<file path="config.mk">
export PLATFORM = sky130hd
export DESIGN_NAME = scan_sequencer
export DESIGN_NICKNAME = d
export VERILOG_FILES = /design/src/rtl/scan_seq_pkg.sv /design/src/rtl/scan_mode_decode.sv /design/src/rtl/scan_position.sv /design/src/rtl/scan_request_check.sv /design/src/rtl/scan_sequencer.sv
export SDC_FILE = /design/constraint.sdc
export NUM_CORES = 1
export LEC_CHECK = 0
export ABC_AREA = 1
export BUFFER_PORTS_ARGS = -buffer_cell sky130_fd_sc_hd__buf_2
export CAP_MARGIN = 20
export CORE_MARGIN = 4
export CORE_UTILIZATION = 35
export CTS_CLUSTER_DIAMETER = 200
export DETAILED_ROUTE_END_ITERATION = 16
export GPL_ROUTABILITY_DRIVEN = 0
export GPL_TIMING_DRIVEN = 0
export PLACE_DENSITY = 0.7
export SETUP_SLACK_MARGIN = 0.15
export SLEW_MARGIN = 20
export SYNTH_ARGS = -nofsm -noshare
export SYNTH_HDL_FRONTEND = slang
export SYNTH_SLANG_ARGS = --single-unit
</file>
<file path="constraint.sdc">
create_clock -name clk -period 2.02 [get_ports clk]
set_clock_uncertainty 0.15 [all_clocks]
set_input_delay 0.404 -clock clk [delete_from_list [all_inputs] [get_ports clk]]
set_output_delay 0.404 -clock clk [all_outputs]
set_load 0.02 [all_outputs]
</file>
<file path="src/rtl/scan_seq_pkg.sv">
package scan_seq_pkg;

  localparam int NUM_CH  = 4;
  localparam int CH_W    = $clog2(NUM_CH);
  localparam int MODE_W  = 3;
  localparam int CNT_W   = $clog2(NUM_CH) + 1;

  typedef struct packed {
    logic              idle;
    logic [CH_W-1:0]   first;
    logic [CNT_W-1:0]  len;
  } pattern_t;

  // Mode code to scan pattern: 1xx single, 010 low pair, 011 high pair,
  // 001 all four, 000 idle.
  function automatic pattern_t mode_to_pattern(input logic [MODE_W-1:0] code);
    pattern_t p;
    p.idle  = 1'b0;
    p.first = '0;
    p.len   = CNT_W'(1);
    if (code[2]) begin
      p.first = code[CH_W-1:0];
      p.len   = CNT_W'(1);
    end else begin
      case (code[1:0])
        2'd0: begin p.idle = 1'b1; p.len = '0; end
        2'd1: begin p.first = '0;          p.len = CNT_W'(NUM_CH); end
        2'd2: begin p.first = '0;          p.len = CNT_W'(2); end
        default: begin p.first = CH_W'(2); p.len = CNT_W'(2); end
      endcase
    end
    return p;
  endfunction

  // Legality of a start/count request.
  function automatic logic request_legal(input logic [CH_W-1:0] start,
                                         input logic [CNT_W-1:0] count);
    logic [CNT_W:0] span;
    span = {1'b0, count} + (CNT_W+1)'(start);
    if (count == '0)                              return 1'b0;
    if (span > (CNT_W+1)'(NUM_CH))                return 1'b0;
    if (count == CNT_W'(3))                       return 1'b0;
    if (count == CNT_W'(2) && start == CH_W'(1))  return 1'b0;
    return 1'b1;
  endfunction

  // Mode code for a request already known to be legal.
  function automatic logic [MODE_W-1:0] request_code(input logic [CH_W-1:0] start,
                                                     input logic [CNT_W-1:0] count);
    logic [MODE_W-1:0] c;
    if (count == CNT_W'(1))        c = {1'b1, start};
    else if (count == CNT_W'(2))   c = start[1] ? 3'd3 : 3'd2;
    else                           c = 3'd1;
    return c;
  endfunction

endpackage

</file>
<file path="src/rtl/scan_mode_decode.sv">
module scan_mode_decode
  import scan_seq_pkg::*;
(
  input  logic [MODE_W-1:0] mode,
  output logic              idle,
  output logic [CH_W-1:0]   first,
  output logic [CNT_W-1:0]  len
);
  pattern_t pat;

  always_comb begin
    pat   = mode_to_pattern(mode);
    idle  = pat.idle;
    first = pat.first;
    len   = pat.len;
  end
endmodule

</file>
<file path="src/rtl/scan_position.sv">
module scan_position
  import scan_seq_pkg::*;
(
  input  logic             clk,
  input  logic             rst_n,
  input  logic             clear,
  input  logic             advance,
  input  logic [CNT_W-1:0] len,
  output logic [CH_W-1:0]  pos,
  output logic             at_first
);
  logic [CNT_W-1:0] nxt;
  logic             wrap;

  assign nxt      = CNT_W'(pos) + CNT_W'(1);
  assign wrap     = (nxt >= len);
  assign at_first = (pos == '0);

  always_ff @(posedge clk) begin
    if (!rst_n)        pos <= '0;
    else if (clear)    pos <= '0;
    else if (advance)  pos <= wrap ? '0 : nxt[CH_W-1:0];
  end
endmodule

</file>
<file path="src/rtl/scan_request_check.sv">
module scan_request_check
  import scan_seq_pkg::*;
(
  input  logic [CH_W-1:0]   start,
  input  logic [CNT_W-1:0]  count,
  output logic              bad,
  output logic [MODE_W-1:0] code
);
  logic ok;

  always_comb begin
    ok   = request_legal(start, count);
    bad  = ~ok;
    code = ok ? request_code(start, count) : '0;
  end
endmodule

</file>
<file path="src/rtl/scan_sequencer.sv">
module scan_sequencer
  import scan_seq_pkg::*;
#(
  parameter int NPAIR = NUM_CH / 2
)(
  input  logic              clk,
  input  logic              rst_n,
  input  logic              mode_wr,
  input  logic [MODE_W-1:0] mode_in,
  input  logic              scan_restart,
  input  logic              smp_strobe,
  input  logic [NPAIR-1:0]  ac_pair,
  output logic              smp_valid,
  output logic [CH_W-1:0]   smp_chan,
  output logic              smp_first,
  output logic              smp_ac,
  input  logic [CH_W-1:0]   req_start,
  input  logic [CNT_W-1:0]  req_count,
  output logic              req_bad,
  output logic [MODE_W-1:0] req_mode
);
  localparam int PAIR_W = (NPAIR > 1) ? $clog2(NPAIR) : 1;

  logic [MODE_W-1:0] mode_q;
  logic              pat_idle;
  logic [CH_W-1:0]   pat_first;
  logic [CNT_W-1:0]  pat_len;
  logic [CH_W-1:0]   pos;
  logic              pos_first;
  logic              scan_clear;
  logic              accept;
  logic [CH_W-1:0]   cur_chan;
  logic [PAIR_W-1:0] cur_pair;
  logic [NPAIR-1:0]  pair_hit;
  logic              cur_ac;

  assign scan_clear = mode_wr | scan_restart;
  assign accept     = smp_strobe & ~scan_clear & ~pat_idle;
  assign cur_chan   = pat_first + pos;
  assign cur_pair   = PAIR_W'(cur_chan >> 1);

  always_ff @(posedge clk) begin
    if (!rst_n)       mode_q <= '0;
    else if (mode_wr) mode_q <= mode_in;
  end

  scan_mode_decode u_dec (
    .mode  (mode_q),
    .idle  (pat_idle),
    .first (pat_first),
    .len   (pat_len)
  );

  scan_position u_pos (
    .clk      (clk),
    .rst_n    (rst_n),
    .clear    (scan_clear),
    .advance  (accept),
    .len      (pat_len),
    .pos      (pos),
    .at_first (pos_first)
  );

  for (genvar g = 0; g < NPAIR; g++) begin : g_pair
    assign pair_hit[g] = (cur_pair == PAIR_W'(g)) & ac_pair[g];
  end
  assign cur_ac = |pair_hit;

  always_ff @(posedge clk) begin
    if (!rst_n) begin
      smp_valid <= 1'b0;
      smp_chan  <= '0;
      smp_first <= 1'b0;
      smp_ac    <= 1'b0;
    end else begin
      smp_valid <= accept;
      smp_first <= accept & pos_first;
      if (accept) begin
        smp_chan <= cur_chan;
        smp_ac   <= cur_ac;
      end
    end
  end

  scan_request_check u_req (
    .start (req_start),
    .count (req_count),
    .bad   (req_bad),
    .code  (req_mode)
  );
endmodule

</file>
* Word level (Yosys, flattened, before mapping)
Index checks and enable logic that the tools add are counted.
** Cells by class
- $add $sub $neg :: 3
- Multipliers :: 0
- Divide/modulo/power cells :: 0
- Order comparisons :: 2
- Eq/ne operators :: 6
- Shifts and indexed selects :: 0
- Mux-type cells :: 28
- Bitwise logic cells :: 11
- Reductions and logical operators :: 7
** Operators by type and width (number)
- two-way mux 1 bit :: 21
- two-way mux 3 bit :: 3
- equality test 3 x 2 -> 1 bit, second input constant :: 2
- one-hot mux 3 bit (2 select lines) :: 1
- bitwise AND 1 bit :: 5
- two-way mux 5 bit :: 1
- NOT 1 bit :: 5
- adder 3 x 2 -> 4 bit :: 1
- equality test 2 x 1 -> 1 bit, second input constant :: 2
- > comparator 4 x 3 -> 1 bit, second input constant :: 1
- logical NOT 2 bit :: 2
- two-way mux 2 bit :: 2
- OR reduction 2 bit :: 2
- adder 2 x 1 -> 3 bit, second input constant :: 1
- equality test 3 x 1 -> 1 bit, second input constant :: 1
- >= comparator 3 bit :: 1
- logical NOT 3 bit :: 1
- OR reduction 3 bit :: 1
- adder 2 bit :: 1
- equality test 2 bit, second input constant :: 1
- logical AND 1 bit :: 1
- bitwise OR 1 bit :: 1
** Word-level totals
- Bits in registers :: 10
- Latch bits :: 0
- Memory bits (writable) :: 0
- Bits in read-only memories :: 0
- Logic and storage cells :: 63
- Memories kept :: 0

* Depth between registers and ports, before layout
Gate-level depths: netlist (run 1).
- Word-level depth :: 14
- Gate-level depth with buffers :: 12

* By module
From an unflattened synthesis (run 1), not the netlist that was laid out.
** Second synthesis, totals
- Cell total of the unflattened synthesis :: 124
- Area total of the unflattened synthesis :: 813.3 um2
** Modules (own cells, without submodules)
- scan_sequencer :: instances 1, cells each 50, area an instance 356.6 um2
- scan_request_check :: instances 1, cells each 34, area an instance 209.0 um2
- scan_position :: instances 1, cells each 28, area an instance 198.9 um2
- scan_mode_decode :: instances 1, cells each 12, area an instance 48.8 um2

* Least setup slack after synthesis (run 1)
OpenSTA, ideal clock, no wires.
- Path kind :: input to output
- Start point :: input port req_start[0]
- End point :: output port req_mode[0]
- Data arrival time :: 1.787 ns
- Required time :: 1.466 ns
- Slack :: -0.321 ns
- Stages :: 7
- Buffers on the path :: 0
- Cells stage by stage :: ha_1 -> fa_1 -> nor2_1 -> nor2_1 -> nor2_1 -> nand3_2 -> nor2_1
** Between the ends
- Cells in the longest elaborated chain, start to end :: 11
- Elaborated cells between the ends (all ways) :: 19
- Classes of those cells :: add/sub (1); order compare (1); eq/ne (1); mux (15); reduce/logical (1)
** Ends and longest elaborated chain
- start, declared :: RTL line scan_sequencer.sv:17 : input logic [CH_W-1:0] req_start,
- parallel branches: the longest is 10 deep, another holds adder 3 x 2 -> 4 bit
- two-way mux 3 bit * :: RTL line scan_request_check.sv:14 : code = ok ? request_code(start, count) : '0;
- end, declared :: RTL line scan_sequencer.sv:20 : output logic [MODE_W-1:0] req_mode
Every way passes the cells marked *. The select of a mux whose other input is x is not followed.

* Worst setup path after layout (run 1)
- Start point :: input port req_start[0]
- End point :: output port req_mode[2]
** Between the ends
- Cells in the longest elaborated chain, start to end :: 11
- Elaborated cells between the ends (all ways) :: 18
- Classes of those cells :: add/sub (1); order compare (1); eq/ne (1); mux (14); reduce/logical (1)
** Ends and longest elaborated chain
- parallel branches: the longest is 8 deep, another holds adder 3 x 2 -> 4 bit
- two-way mux 1 bit * :: RTL line scan_seq_pkg.sv:42 : if (count == CNT_W'(3)) return 1'b0;
- two-way mux 1 bit * :: RTL line scan_seq_pkg.sv:41 : if (span > (CNT_W+1)'(NUM_CH)) return 1'b0;
- two-way mux 3 bit * :: RTL line scan_request_check.sv:14
Marked as above.

==> flow_summary.yaml, run 1 <==
worst_setup_path:
  crit_family: "adder cells"
  crit_buf_inv: 2
  crit_path_end: "req_mode[2]"
  cpMostUsedCell: "nor2_2"
  crit_arrival_ps: 1750
  critical_path.startpoint: "req_start[0]"
  path_max_fanout: 4
  worst_path_max_delay_cell: "fa_2"
  r2r_end: "u_pos.pos[1]"
  critical_path.max_stage_delay_ps: 420
  start_kind: "input pin"
  cp_num_cells: 9
  critPathKind: "input pin to output port"
  crit_required_ps: 1470
  reg2reg_depth: 8
  rrSetupSlack_ps: 240
  endpoint_kind: "output port"
  timing.rr.start: "u_pos.pos[0]"
  crit_chain: "buf_8, ha_4, fa_2, nor2_2, nor2_1, nor2_2, nand3_4, nor2_4, buf_6"
sta:
  tightest_slew_ps: 384
  rsz0062_at_grt: "yes"
  min_period_over_period_pct: 114
  period_needed_ps: 2310
  hold_viol_final: 0
  relSlewSlack_pct: 74.2
  finalMaxSlewViolations: 0
  setup_viol: 4
  finalWorstSetupSlack_ps: -289
  max_freq_mhz: 433
pwr:
  p_leak_nw: 0.511
  report.power.total_mw: 0.546
  powerDensity_nw_per_um2: 524
  peakVddDrop_mv: 0.367
yosys:
  synth-seq-area-share_pct: 26.7
  synth_area_leaders: "dfxtp_1, ha_1, nand2_1, nor2_1, inv_1"
  synth_fp_nets: 132
  yosysWarnings: 0
  syn_inst: 108
  synth.distinct_cells: 20
  avgSynthCellArea_um2: 6.94
  yosys.area.top_type: "dfxtp_1"
  yosysTopAreaCellShare_pct: 26.7
  synth-seq-cells: 10
  syn_area_um2: 749
die:
  dieHeight_um: 54.3
  die-area_um2: 2950
  row_count: 16
  start_util_pct: 37.4
  ios: 24
  core_area_um2: 2000
  die_w_um: 54.3
clock_network:
  clock_path_buffers: 2
  cts_inserted_buffers: 3
  clk_pin_slew_ps: 60
  cts_tree: "done"
  htree_levels: 1
  clkSinkCount: 10
  clockRootBuffer: "clkbuf_4"
  clk-insertion-delay-late_ps: 270
  cts_hold_buffers: 0
grt:
  grt_pass1_vias: 690
  grt_max_degree: 8
  antenna_found_initial: 0
  overflow: 0
  grt_first_pass_wirelength_um: 2630
  grt_usage_pct: 12.4
placed_design:
  io_buffers: 23
  pre_cts_ws_ps: -370
  dp_hpwl_um: 1330
route:
  vias: 752
  dr.pass1.iters: 2
  wl_per_cell_um: 10.1
  vias_per_cell: 4.61
  drt_wl_total_um: 1650
  drc: 0
  antenna_left: 0
  drt-initial-drc-count: 2
outcome:
  violations: "negative setup slack"
  status: "complete, but fails checks"
final_layout:
  n_antenna_cell: 0
  syn2layout_area_growth_pct: 39.1
  drive_gt1_share_pct: 38.2
  nets: 161
job:
  cap_violations: 0
min_path:
  hold_class: "input pin to flop"
## synth_stat cells (all sizes together)
cell type  count
o21a           2
a21oi          5
fa             1
nor2          21
ha             8
dfxtp         10
nand2         22
nand3          9
nor3           1
a21boi         1
o21ai          9
inv           18
xnor2          1
## logic make-up after synthesis
group           count (synthesis)  share of synthesized area [%]
simple gates                   53                           33.9
buf+inv                        18                           9.35
compound gates                 17                           12.9
flops                          10                           26.7
fa+ha+maj                       9                           16.0
xor+xnor                        1                           1.17
## layout by cell type (no fill, tap or decap), drive strengths merged
| cell type | count |
|---|---|
| ha | 8 |
| clkbuf | 4 |
| buf | 24 |
| nor3 | 1 |
| fa | 1 |
| inv | 18 |
| a21oi | 5 |
| dfxtp | 10 |
| nand2 | 22 |
| nor2 | 21 |
| a21boi | 1 |
| nand3 | 9 |
| xnor2 | 1 |
| o21ai | 9 |
| o21a | 2 |
## registers in the layout (all words and copies together), names as in the netlist
register	flops
mode_q	3
smp_chan	2
u_pos.pos	2
smp_ac	1
smp_first	1
smp_valid	1
## layer usage
metal  vias up  routed length (um)  global-route usage, %
met5         -                   0                      0
met4         0                  16                   4.15
met3         2                 119                   3.81
met2        19                 843                   22.5
met1       331                 669                   13.4
li1        400                   -                      -
## metrics by stage
stage | TNS [ps] | hold slack (ps) | util, % | cell area [um2] | cells
after floorplan | -378 | 332 | - | 795 | 108
after global placement | -1230 | 306 | 47.1 | 943 | 158
after detailed placement | -1370 | 306 | 47.1 | 943 | 158
after CTS | -1010 | 228 | 51.2 | 1020 | 163
after global routing | -1310 | 241 | 52.1 | 1040 | 163
final | -1100 | 225 | 52.1 | 1040 | 163
## what timing repair did
action / 4_1_cts / 5_1_grt
endpoints found under the setup margin: 4 / 6
pin swaps: 2 / 1
gates resized for setup: 11 / 6
endpoints found under the hold margin: 0 / 0
buffers inserted: 1 / 0
## how the worst min path moves through the flow
stage | start | to | slack [ps] | cells past startpoint
floorplan | mode_q[1] | mode_q[1] | 330 | 2
global placement | smp_chan[1] | smp_chan[1] | 310 | 2
detailed placement | smp_chan[1] | smp_chan[1] | 310 | 2
CTS | mode_in[0] | mode_q[0] | 230 | 3
global route | mode_in[0] | mode_q[0] | 240 | 3
finish | mode_in[0] | mode_q[0] | 230 | 3
## tightest hold or removal path: cells and delay by family
kind / cells / cell delay, ps
buffers and inverters: 1 / 80
AND/OR/NAND/NOR: 2 / 120
## layout make-up
class	instances	area, um2
fill	200	960
multi-input combinational	80	537
sequential	10	208
timing repair buffer	24	158
inverter	18	70.1
clock buffer	4	36.3
tap	27	33.8
## where the power goes
group	total (mW)	internal (mW)	leakage [nW]	switching, mW
clock network	0.185	0.110	0.0210	0.0750
logic	0.154	0.0657	0.407	0.0881
registers	0.208	0.202	0.0832	0.00636
total	0.546	0.377	0.511	0.170
Power figures use the tool's default switching activity.
==> run 2, diff against run 1 <==
--- a/config.mk
+++ b/config.mk
@@ -6,6 +6,7 @@
 export NUM_CORES = 1
 export LEC_CHECK = 0
 export ABC_AREA = 1
+export ABC_CLOCK_PERIOD_IN_PS = 2020
 export BUFFER_PORTS_ARGS = -buffer_cell sky130_fd_sc_hd__buf_2
 export CAP_MARGIN = 20
 export CORE_MARGIN = 4
@@ -14,9 +15,10 @@
 export DETAILED_ROUTE_END_ITERATION = 16
 export GPL_ROUTABILITY_DRIVEN = 0
 export GPL_TIMING_DRIVEN = 0
-export PLACE_DENSITY = 0.7
+export PLACE_DENSITY = 0.69
 export SETUP_SLACK_MARGIN = 0.15
 export SLEW_MARGIN = 20
 export SYNTH_ARGS = -nofsm -noshare
 export SYNTH_HDL_FRONTEND = slang
+export SYNTH_HIERARCHICAL = 1
 export SYNTH_SLANG_ARGS = --single-unit
==> flow_summary.yaml, run 2 <==
placed_design:
  dp_hpwl_um: 1430
  io_buffers: 23
  place_inst: 175
  place_area_um2: 991
clock_network:
  cts_inserted_buffers: 3
  htree_levels: 1
  clkSinkCount: 10
  clk_pin_slew_ps: 70
  clk-insertion-delay-late_ps: 280
  clockRootBuffer: "clkbuf_4"
  clock_path_buffers: 2
  cts_hold_buffers: 0
  cts_tree: "done"
yosys:
  avgSynthCellArea_um2: 6.56
  ys_async_sr_fraction_pct: 0
  yosys.area.top_type: "dfxtp_1"
  yosysWarnings: 6
  yosysTopAreaCellShare_pct: 24.6
  synthFlopType: "dfxtp_1"
  synth_fp_nets: 148
  yosysMostFrequentCell: "inv_1"
  synth_common_cells: "inv_1, nand2_1, nor2_1, dfxtp_1, ha_1"
  synth-seq-area-share_pct: 24.6
  synth-edff-count: 0
  synth-seq-cells: 10
  synth.distinct_cells: 18
  synth_area_leaders: "dfxtp_1, inv_1, ha_1, nand2_1, nor2_1"
  syn_inst: 124
  syn_area_um2: 813
final_layout:
  top_regs: "mode_q: 3 flops, smp_chan: 2 flops, u_pos/pos: 2 flops"
  fill_cells: 239
  largest-register: "mode_q"
  nets: 177
  drive_gt1_share_pct: 32.2
  finalCoreUtilization_pct: 48.6
  postLayoutCellArea_um2: 1070
  stdcell_count: 180
  syn2layout_area_growth_pct: 32.2
  layout_commonest_cell: "inv_1"
  final_cell_mix: "inv_1, nand2_1, nor2_1, buf_2, dfxtp_1"
  n_antenna_cell: 0
  largest_reg_flops: 3
sta:
  period_needed_ps: 2250
  finalMaxSlewViolations: 0
  finalWorstSetupSlack_ps: -227
  relSlewSlack_pct: 72.9
  hold_slack_ps: 194
  setup_viol: 4
  min_period_over_period_pct: 111
  rsz0062_at_grt: "yes"
  max_freq_mhz: 445
  hold_viol_final: 0
  tightest_slew_ps: 405
die:
  ios: 24
  dieHeight_um: 56.2
  die-area_um2: 3160
  core_area_um2: 2210
  die_w_um: 56.2
  row_count: 17
  start_util_pct: 36.8
route:
  wl_met1_um: 720
  top_layer: "met4"
  dr.pass1.iters: 4
  drt-initial-drc-count: 16
  met3_length_um: 103
  drc: 0
  vias_per_cell: 4.57
  wl_per_cell_um: 9.82
  antenna_left: 0
  vias: 823
  met2WireLength_um: 900
  drt_wl_total_um: 1770
grt:
  grt_pass1_vias: 814
  grt_max_degree: 11
  antenna_found_initial: 0
  overflow: 0
  grt_first_pass_wirelength_um: 3090
  grt_usage_pct: 11.8
pwr:
  report.power.total_mw: 0.557
  peakVddDrop_mv: 0.461
  powerDensity_nw_per_um2: 518
  p_leak_nw: 0.567
worst_setup_path:
  endpoint_kind: "output port"
  critPathKind: "input pin to output port"
  crit_arrival_ps: 1690
  start_kind: "input pin"
  path_max_fanout: 4
  crit_required_ps: 1470
outcome:
  status: "complete, but fails checks"
  violations: "negative setup slack"
job:
  cap_violations: 0
min_path:
  hold_class: "input pin to flop"
[run 2: power by group]
part	total, mW	internal, mW	switching, mW
Combinational	0.156	0.0641	0.0919
Clock	0.189	0.110	0.0798
Sequential	0.211	0.205	0.00634
[run 2: what timing repair did]
action                     4_1_cts  5_1_grt
pin swaps                        5        1
gates resized for setup         12        1
setup endpoints to repair        4        5
setup buffers                    1        0
[run 2: stage by stage]
step / setup slack, ps / TNS, ps
after global routing: -295 / -1080
after global placement: -311 / -1150
after floorplan: -96.8 / -252
final: -227 / -843
after CTS: -247 / -884
after detailed placement: -335 / -1230
[run 2: routing by layer]
layer,vias to the layer above,global-route usage [%]
li1,429,-
met1,368,12.5
met2,21,22.0
met3,5,2.32
met4,0,5.42
met5,-,0
[run 2: worst paths after layout]
kind,start,end,depth (start not counted),slack [ps]
setup / recovery,req_start[0],req_mode[0],9,-230
hold / removal,mode_in[2],mode_q[2],3,190
setup reg to reg,u_pos/pos[1],u_pos/pos[0],8,390
hold reg to reg,smp_chan[1],smp_chan[1],2,370
[run 2: layout make-up]
| type | instances | area, um2 | area share (%) |
|---|---|---|---|
| Tap cell | 28 | 35.0 | 3.26 |
| Timing Repair Buffer | 24 | 161 | 15.0 |
| Sequential cell | 10 | 201 | 18.7 |
| Multi-Input combinational cell | 83 | 520 | 48.4 |
| Clock buffer | 4 | 36.3 | 3.38 |
| Buffer | 1 | 7.51 | 0.698 |
| Inverter | 30 | 113 | 10.5 |
[run 2: worst max-delay path, cell delays in order]
cell,delay [ps]
buf_8,100
ha_4,150
fa_1,430
inv_1,70
nand2_1,50
nand3_2,80
nand4_4,140
nor2_4,130
buf_6,130
[run 2: kinds of logic after synthesis]
group           synth area share (%)
compound gates                  7.69
fa+ha+maj                       14.8
flops                           24.6
simple gates                    38.2
buf+inv                         14.8
